$ cat config.mk
export PLATFORM = sky130hd
export DESIGN_NAME = gpio_ctl_regs
export DESIGN_NICKNAME = d
export VERILOG_FILES = /design/src/rtl/gpio_ctl_pkg.sv /design/src/rtl/gpio_ctl_cfg_bank.sv /design/src/rtl/gpio_ctl_port.sv /design/src/rtl/gpio_ctl_readback.sv /design/src/rtl/gpio_ctl_regs.sv
export SDC_FILE = /design/constraint.sdc
export NUM_CORES = 1
export LEC_CHECK = 0
export BUFFER_PORTS_ARGS = -buffer_cell sky130_fd_sc_hd__buf_2
export CAP_MARGIN = 10
export CORE_MARGIN = 2
export CORE_UTILIZATION = 30
export DETAILED_ROUTE_END_ITERATION = 7
export SLEW_MARGIN = 20
export SYNTH_ARGS = -nofsm -noshare
export SYNTH_HDL_FRONTEND = slang
export SYNTH_SLANG_ARGS = --single-unit
$ cat constraint.sdc
create_clock -name clk -period 4.4 [get_ports clk]
set_clock_uncertainty 0.1 [all_clocks]
set_input_delay 0.88 -clock clk [delete_from_list [all_inputs] [get_ports clk]]
set_output_delay 0.88 -clock clk [all_outputs]
set_load 0.05 [all_outputs]
$ cat src/rtl/gpio_ctl_pkg.sv
package gpio_ctl_pkg;

    localparam int REG_W  = 16;
    localparam int OFF_W  = 6;
    localparam int N_CFG  = 7;

    localparam logic [OFF_W-1:0] OFF_MODE = 6'h00;
    localparam logic [OFF_W-1:0] OFF_CDET = 6'h04;
    localparam logic [OFF_W-1:0] OFF_STAT = 6'h08;
    localparam logic [OFF_W-1:0] OFF_PWR  = 6'h0C;
    localparam logic [OFF_W-1:0] OFF_CCTL = 6'h10;
    localparam logic [OFF_W-1:0] OFF_IRAW = 6'h14;
    localparam logic [OFF_W-1:0] OFF_IMSK = 6'h18;
    localparam logic [OFF_W-1:0] OFF_ISTS = 6'h1C;
    localparam logic [OFF_W-1:0] OFF_DIR  = 6'h20;
    localparam logic [OFF_W-1:0] OFF_LVLW = 6'h24;
    localparam logic [OFF_W-1:0] OFF_LVLR = 6'h28;

    localparam logic [REG_W-1:0] STATUS_VALUE = 16'h0002;
    localparam logic [REG_W-1:0] PWR_SET_MASK = 16'h8040;
    localparam int               PWR_TRIG_BIT = 7;
    localparam int               PWR_IDX      = 2;

    // storage slot index -> bus offset
    function automatic logic [OFF_W-1:0] cfg_offset(input int idx);
        case (idx)
            0:       return OFF_MODE;
            1:       return OFF_CDET;
            2:       return OFF_PWR;
            3:       return OFF_CCTL;
            4:       return OFF_IRAW;
            5:       return OFF_IMSK;
            default: return OFF_ISTS;
        endcase
    endfunction

    function automatic logic is_level_off(input logic [OFF_W-1:0] off);
        return (off == OFF_LVLW) || (off == OFF_LVLR);
    endfunction

    function automatic logic is_mapped(input logic [OFF_W-1:0] off);
        return (off[1:0] == 2'b00) && (off <= OFF_LVLR);
    endfunction

endpackage

$ cat src/rtl/gpio_ctl_cfg_bank.sv
module gpio_ctl_cfg_bank
    import gpio_ctl_pkg::*;
(
    input  logic                        clk,
    input  logic                        rst_n,
    input  logic                        wr_en,
    input  logic [OFF_W-1:0]            off,
    input  logic [REG_W-1:0]            wd,
    output logic [N_CFG-1:0][REG_W-1:0] cfg_q
);

    genvar i;
    generate
        for (i = 0; i < N_CFG; i++) begin : g_slot
            localparam logic [OFF_W-1:0] SLOT_OFF = cfg_offset(i);
            logic [REG_W-1:0] next_val;
            logic             hit;

            assign hit = wr_en && (off == SLOT_OFF);

            if (i == PWR_IDX) begin : g_pwr
                always_comb begin
                    next_val = wd;
                    if (wd[PWR_TRIG_BIT]) begin
                        next_val = wd | PWR_SET_MASK;
                    end
                end
            end else begin : g_plain
                assign next_val = wd;
            end

            always_ff @(posedge clk or negedge rst_n) begin
                if (!rst_n) begin
                    cfg_q[i] <= '0;
                end else if (hit) begin
                    cfg_q[i] <= next_val;
                end
            end
        end
    endgenerate

endmodule

$ cat src/rtl/gpio_ctl_port.sv
module gpio_ctl_port
    import gpio_ctl_pkg::*;
#(
    parameter int N_LINES = 16
) (
    input  logic               clk,
    input  logic               rst_n,
    input  logic               dir_we,
    input  logic               lvl_we,
    input  logic [N_LINES-1:0] wd,
    input  logic [N_LINES-1:0] gpio_in,
    output logic [N_LINES-1:0] dir_q,
    output logic [N_LINES-1:0] lvl_q,
    output logic [N_LINES-1:0] in_chg,
    output logic [N_LINES-1:0] gpio_out
);

    logic [N_LINES-1:0] in_prev_q;
    logic [N_LINES-1:0] dir_d;
    logic [N_LINES-1:0] lvl_w;
    logic [N_LINES-1:0] lvl_d;
    logic [N_LINES-1:0] eff;
    logic               reeval;

    assign in_chg = gpio_in ^ in_prev_q;

    always_comb begin
        dir_d = dir_we ? wd : dir_q;
        lvl_w = lvl_we ? (wd & dir_q) : lvl_q;
        lvl_d = (lvl_w & ~in_chg) | (gpio_in & in_chg);
        eff   = lvl_d & dir_d;
    end

    assign reeval = dir_we || lvl_we;

    always_ff @(posedge clk or negedge rst_n) begin
        if (!rst_n) begin
            dir_q     <= '0;
            lvl_q     <= '0;
            in_prev_q <= '0;
        end else begin
            dir_q     <= dir_d;
            lvl_q     <= lvl_d;
            in_prev_q <= gpio_in;
        end
    end

    // per-line output latch, touched only when its gated value differs
    genvar b;
    generate
        for (b = 0; b < N_LINES; b++) begin : g_line
            always_ff @(posedge clk or negedge rst_n) begin
                if (!rst_n) begin
                    gpio_out[b] <= 1'b0;
                end else if (reeval && (eff[b] != gpio_out[b])) begin
                    gpio_out[b] <= eff[b];
                end
            end
        end
    endgenerate

endmodule

$ cat src/rtl/gpio_ctl_readback.sv
module gpio_ctl_readback
    import gpio_ctl_pkg::*;
(
    input  logic                        clk,
    input  logic                        rst_n,
    input  logic                        rd_en,
    input  logic [OFF_W-1:0]            off,
    input  logic [N_CFG-1:0][REG_W-1:0] cfg_q,
    input  logic [REG_W-1:0]            dir_q,
    input  logic [REG_W-1:0]            lvl_q,
    output logic [REG_W-1:0]            rd_data
);

    logic [REG_W-1:0] sel;

    always_comb begin
        sel = '0;
        case (off)
            OFF_STAT:           sel = STATUS_VALUE;
            OFF_DIR:            sel = dir_q;
            OFF_LVLW, OFF_LVLR: sel = lvl_q;
            default: begin
                for (int k = 0; k < N_CFG; k++) begin
                    if (off == cfg_offset(k)) begin
                        sel = cfg_q[k];
                    end
                end
            end
        endcase
    end

    always_ff @(posedge clk or negedge rst_n) begin
        if (!rst_n) begin
            rd_data <= '0;
        end else if (rd_en) begin
            rd_data <= sel;
        end
    end

endmodule

$ cat src/rtl/gpio_ctl_regs.sv
module gpio_ctl_regs
    import gpio_ctl_pkg::*;
#(
    parameter int ADDR_W = 12,
    parameter int BUS_W  = 32,
    parameter int N_GPIO = 16
) (
    input  logic              clk,
    input  logic              rst_n,
    input  logic [ADDR_W-1:0] addr,
    input  logic              wr_en,
    input  logic [BUS_W-1:0]  wr_data,
    input  logic              rd_en,
    output logic [REG_W-1:0]  rd_data,
    input  logic [N_GPIO-1:0] gpio_in,
    output logic [N_GPIO-1:0] gpio_out
);

    logic [OFF_W-1:0]            off;
    logic [REG_W-1:0]            wd;
    logic [N_CFG-1:0][REG_W-1:0] cfg_q;
    logic [N_GPIO-1:0]           dir_q;
    logic [N_GPIO-1:0]           lvl_q;
    logic [N_GPIO-1:0]           in_chg;
    logic [REG_W-1:0]            pwr_q;
    logic                        dir_we;
    logic                        lvl_we;

    assign off    = addr[OFF_W-1:0];
    assign wd     = wr_data[REG_W-1:0];
    assign dir_we = wr_en && (off == OFF_DIR);
    assign lvl_we = wr_en && is_level_off(off);
    assign pwr_q  = cfg_q[PWR_IDX];

    gpio_ctl_cfg_bank u_cfg (
        .clk   (clk),
        .rst_n (rst_n),
        .wr_en (wr_en),
        .off   (off),
        .wd    (wd),
        .cfg_q (cfg_q)
    );

    gpio_ctl_port #(.N_LINES(N_GPIO)) u_port (
        .clk      (clk),
        .rst_n    (rst_n),
        .dir_we   (dir_we),
        .lvl_we   (lvl_we),
        .wd       (wd[N_GPIO-1:0]),
        .gpio_in  (gpio_in),
        .dir_q    (dir_q),
        .lvl_q    (lvl_q),
        .in_chg   (in_chg),
        .gpio_out (gpio_out)
    );

    gpio_ctl_readback u_rd (
        .clk     (clk),
        .rst_n   (rst_n),
        .rd_en   (rd_en),
        .off     (off),
        .cfg_q   (cfg_q),
        .dir_q   (dir_q),
        .lvl_q   (lvl_q),
        .rd_data (rd_data)
    );

endmodule

; Yosys cells after proc, flatten, opt, wreduce, memory -nomap -nowiden
; Index checks and enable logic that the tools add are counted.
[totals]
register_bits = 192
latchBits = 0
ram_bits = 0
romBits = 0
inputBits = 64
n_memories = 0
[op_classes]
n_addsub = 0
multipliers = 0
div_mod_pow = 0
magnitude_cmp = 0
n_eq_ne = 33
shifts = 0
n_mux = 18
bitwise = 7
n_reduce_logical = 30
[ops]
columns = cell, count
row1 = 16-bit 2-to-1 mux, 10
row2 = 16-bit bitwise AND, 4
row3 = 16-bit case mux with 3 select lines, 1
row4 = 6-bit equality test, 7
row5 = 6-bit 2-to-1 mux, 7
row6 = 1-bit logical AND, 25
row7 = 6-bit by 5-bit equality test with 1-bit output (second input constant), 4
row8 = 6-bit equality test (second input constant), 3
row9 = 1-bit inequality test, 16
row10 = 16-bit NOT, 1
row11 = 16-bit bitwise OR, 1
row12 = 16-bit XOR, 1
row13 = 6-bit by 4-bit equality test with 1-bit output (second input constant), 2
row14 = 6-bit by 3-bit equality test with 1-bit output (second input constant), 1
row15 = 6-bit logical NOT, 1
row16 = 4-bit OR reduction, 1
row17 = 1-bit logical OR, 2
row18 = 2-bit OR reduction, 1

; Longest topological paths before layout
[depth]
ltp_word = 12
mapped_depth = 8
depth_no_buf = 5

; Modules after synthesis
; A second synthesis with hierarchy kept.
[unflattened]
hier_cells = 684
hier_area_um2 = 8889.8
[by_module_without_submodules]
columns = module, n_inst, cells_per_inst, area_each_um2
row1 = gpio_ctl_cfg_bank, 1, 250, 4299.1
row2 = gpio_ctl_port, 1, 225, 2770.2
row3 = gpio_ctl_readback, 1, 204, 1765.4
row4 = gpio_ctl_regs, 1, 5, 55.1

; Worst setup path before layout
; Ideal clock, no wire load.
[synth_path]
path_kind = input-to-reg
start = input addr[5]
end = register u_cfg.cfg_q[101] (netlist bit)
arrival_time_ns = 2.590
path_slack_ns = 1.585
cell_stages = 5
cell_sequence = or4b_1 > clkbuf_1 > nor2_1 > buf_2 > mux2_2
[synth_via]
elab_chain_len = 2
[synth_lines]
columns = item, line
row1 = start: declaration, gpio_ctl_regs.sv:10  ; input logic [ADDR_W-1:0] addr,
row2 = 6-bit by 5-bit equality test with 1-bit output, gpio_ctl_cfg_bank.sv:19  ; assign hit = wr_en && (off == SLOT_OFF);
row3 = 1-bit logical AND, gpio_ctl_cfg_bank.sv:19
row4 = end signal: indexed assignment, gpio_ctl_cfg_bank.sv:36  ; cfg_q[i] <= next_val;
row5 = end: declaration, gpio_ctl_cfg_bank.sv:9  ; output logic [N_CFG-1:0][REG_W-1:0] cfg_q
; Every way passes these cells.
; A chain may end at the register's enable or synchronous reset.

; Final worst setup path
[layout_path]
start = input addr[3]
end = register u_rd.rd_data[5]
[layout_via]
elab_chain_len = 9
[layout_lines]
columns = item, line
row1 = 6-bit equality test, gpio_ctl_readback.sv:24  ; if (off == cfg_offset(k)) begin
row2 = 16-bit 2-to-1 mux (7 in series), gpio_ctl_readback.sv:24
row3 = 16-bit case mux with 3 select lines *, gpio_ctl_readback.sv:18  ; case (off)
row4 = end signal: assignment, gpio_ctl_readback.sv:36  ; rd_data <= sel;
row5 = end: declaration, gpio_ctl_readback.sv:11  ; output logic [REG_W-1:0] rd_data
; Every way passes the cells marked *; elsewhere a longest branch is shown, timed or not.

==> metrics <==
final setup vio count 0; first-pass GRT wire length 35.3 mm; root buf cell clkbuf_16; # resized after CTS 0; Initial Utilization 30.3%; ANT nets after route 0; synthesis-to-finish area growth 17.4%; power density over the cells 425 nW/um^2; worst hold path type input pin to asynchronous set/reset pin; status completed; Post-CTS Setup Inserts 0; max_slew headroom 32.4%; drt wl/cell 18.5 um; most frequent cells in the layout dfrtp_1, mux2_2, buf_2; area leader, netlist dfrtp_1; register area share after synthesis 55.3%; vias in the first global route 6114; worst skew pair latency 0.42 ns; CTS Buf Count 17; DR vias 6002; setup_tns 0 ns; Startpoint Class input pin; Worst EP required 4.65 ns; Vias/cell 5.14; Synth top area share 55.3%; Top Metal Used met4; Hold Worst Slack 0.350 ns; largest net degree at the start of global routing 80; antenna cell count 0; Worst Setup Path Type input pin to flop; Chip Width 174 um; PortBufs 73; Post-Route WL 21.6 mm; min Tclk post-route 2.93 ns; Top-Level Pins 96; DR iter-0 viols 452; Place WS 1.03 ns; main flop type after synthesis dfrtp_1; Global Route Usage Sum 14.9%; die span in y 174 um; Final WS setup 1.47 ns; Worst setup EP type flop; WL met2 10.1 mm; CP arrival 3.17 ns; max_cap viols 0; GRT overflow 0; YS warnings 0; max-slew violation count 0; clock sinks 192; fillcell total 2804; Cell variety after synth 49; RSZ-0062 raised after global routing false; cts hold-fix bufs 0; core box area 28600 sq um; layout cells sized above 1 33.2%; slew of the pin with the lowest slew margin 1.01 ns; Post-Syn Instances 704; Area contributors post-synth dfrtp_1, mux2_2, a21oi_1, mux2i_1, o22ai_1; met3 routed wirelength 633 um; Pleak 4.81 nW; post-synthesis cell area 8680 sq um; highest clock rate 342 MHz; drt first pass iters 5; clk slew on worst S/H paths 0.07 ns; post-synthesis net count 768; Peak VDD IR 0.000263 V; TritonCTS clock tree done; Syn Area/Cell 12.3 sq um; Site Rows 62; EDFF count, synth 0; Max clock buf depth 2; initial antenna violation count 0; Final #Nets 836; commonest non-fill, non-tap cell in the layout dfrtp_1; Tcrit/Tclk final 66.5%; Residual DRC 0; flops & latches, synth 192; H-Tree Depth 4; Final Hold Vio Count 0; CP max FO 29; HPWL Detailed 14.4 mm; RePlAce Congestion 0.755; Post-synth ARST share 100%; met1 WL 10.5 mm; full die area 30300 sq um
[cell usage after synthesis (2+ instances only)]
library cell  count
a211oi_1         13
a21boi_0         14
a21oi_1          62
a221oi_1          3
a22oi_1          15
a31oi_1          15
a32o_1           15
and3_1           12
buf_1             6
buf_2            10
clkbuf_1         33
dfrtp_1         192
inv_1            19
mux2_1            5
mux2_2          114
mux2_4            9
mux2i_1          30
nand2_1           7
nand2b_1          4
nand3_1           4
nor2_1           35
nor2b_1          15
o211ai_1          3
o21ai_0           2
o221ai_1         12
o22ai_1          29
o311ai_0          2
or3_1             3
[worst paths after layout]
check	start	endpoint	slack, ns	depth (start not counted)
setup / recovery	addr[3]	u_rd.rd_data[5]$_DFFE_PN0P_	1.47	7
hold / removal	rst_n	u_port.in_prev_q[0]$_DFF_PN0_	0.35	1
setup reg to reg	u_cfg.cfg_q[52]$_DFFE_PN0P_	u_rd.rd_data[4]$_DFFE_PN0P_	2.81	5
hold reg to reg	u_port.in_prev_q[4]$_DFF_PN0_	u_port.lvl_q[4]$_DFF_PN0_	0.38	1
max in group asynchronous	rst_n	u_port.in_prev_q[9]$_DFF_PN0_	2.91	2
min in group clk	u_port.in_prev_q[4]$_DFF_PN0_	u_port.lvl_q[4]$_DFF_PN0_	0.38	1
[flip-flops by register name, summed over array words and instances, names as in the netlist]
register and count:
u_cfg.cfg_q 112, u_port.dir_q 16, u_port.gpio_out 16, u_port.in_prev_q 16
u_port.lvl_q 16, u_rd.rd_data 16
[per-stage QoR]
step | total power, mW | instance area, sq um | cells | utilization, %
2_1_floorplan | 2.47 | 8680 | 704 | -
3_3_place_gp | 2.65 | 9550 | 1137 | 33.4
3_5_place_dp | 2.67 | 9550 | 1137 | 33.4
4_1_cts | 4.37 | 10200 | 1168 | 35.6
5_1_grt | 4.51 | 10200 | 1168 | 35.6
6_report | 4.33 | 10200 | 1168 | 35.6
[kinds of logic after synthesis]
logic type	Yosys count	share of synthesized area [%]
adders and majority gates	1	0.115
DFF	192	55.3
muxes	159	20.7
buffers and inverters	69	3.21
AOI/OAI and AO/OA	192	14.9
and+or+nand+nor	91	5.78
[report_power, final]
group          total [mW]  switching, mW  internal [mW]
logic               0.557          0.312          0.246
clock network        1.70          0.659           1.04
registers            2.08          0.108           1.97
[routing by layer]
layer | GRT usage, % | up-vias
met3 | 1.86 | 18
met4 | 4.45 | 0
met2 | 23.7 | 129
li1 | - | 2773
met5 | 0 | -
met1 | 21.2 | 3082
[cell type report]
class                      count  area, sq um  area share, %
clock buffer                  22          464           4.55
clock inverter                 9          181           1.78
tap                          384          480           4.71
sequential                   192         4800           47.1
timing repair buffer          99          582           5.71
multi-input combinational    443         3610           35.4
inverter                      19         71.3          0.700
[worst max-delay path, cell delays in order]
cell and delay, ns:
buf_2 0.53, buf_4 0.47, nand2b_1 0.16, a2111o_1 0.39, buf_4 0.27, o221ai_1 0.23, a31oi_1 0.22
Note: power is estimated with default switching activity, not from simulation.
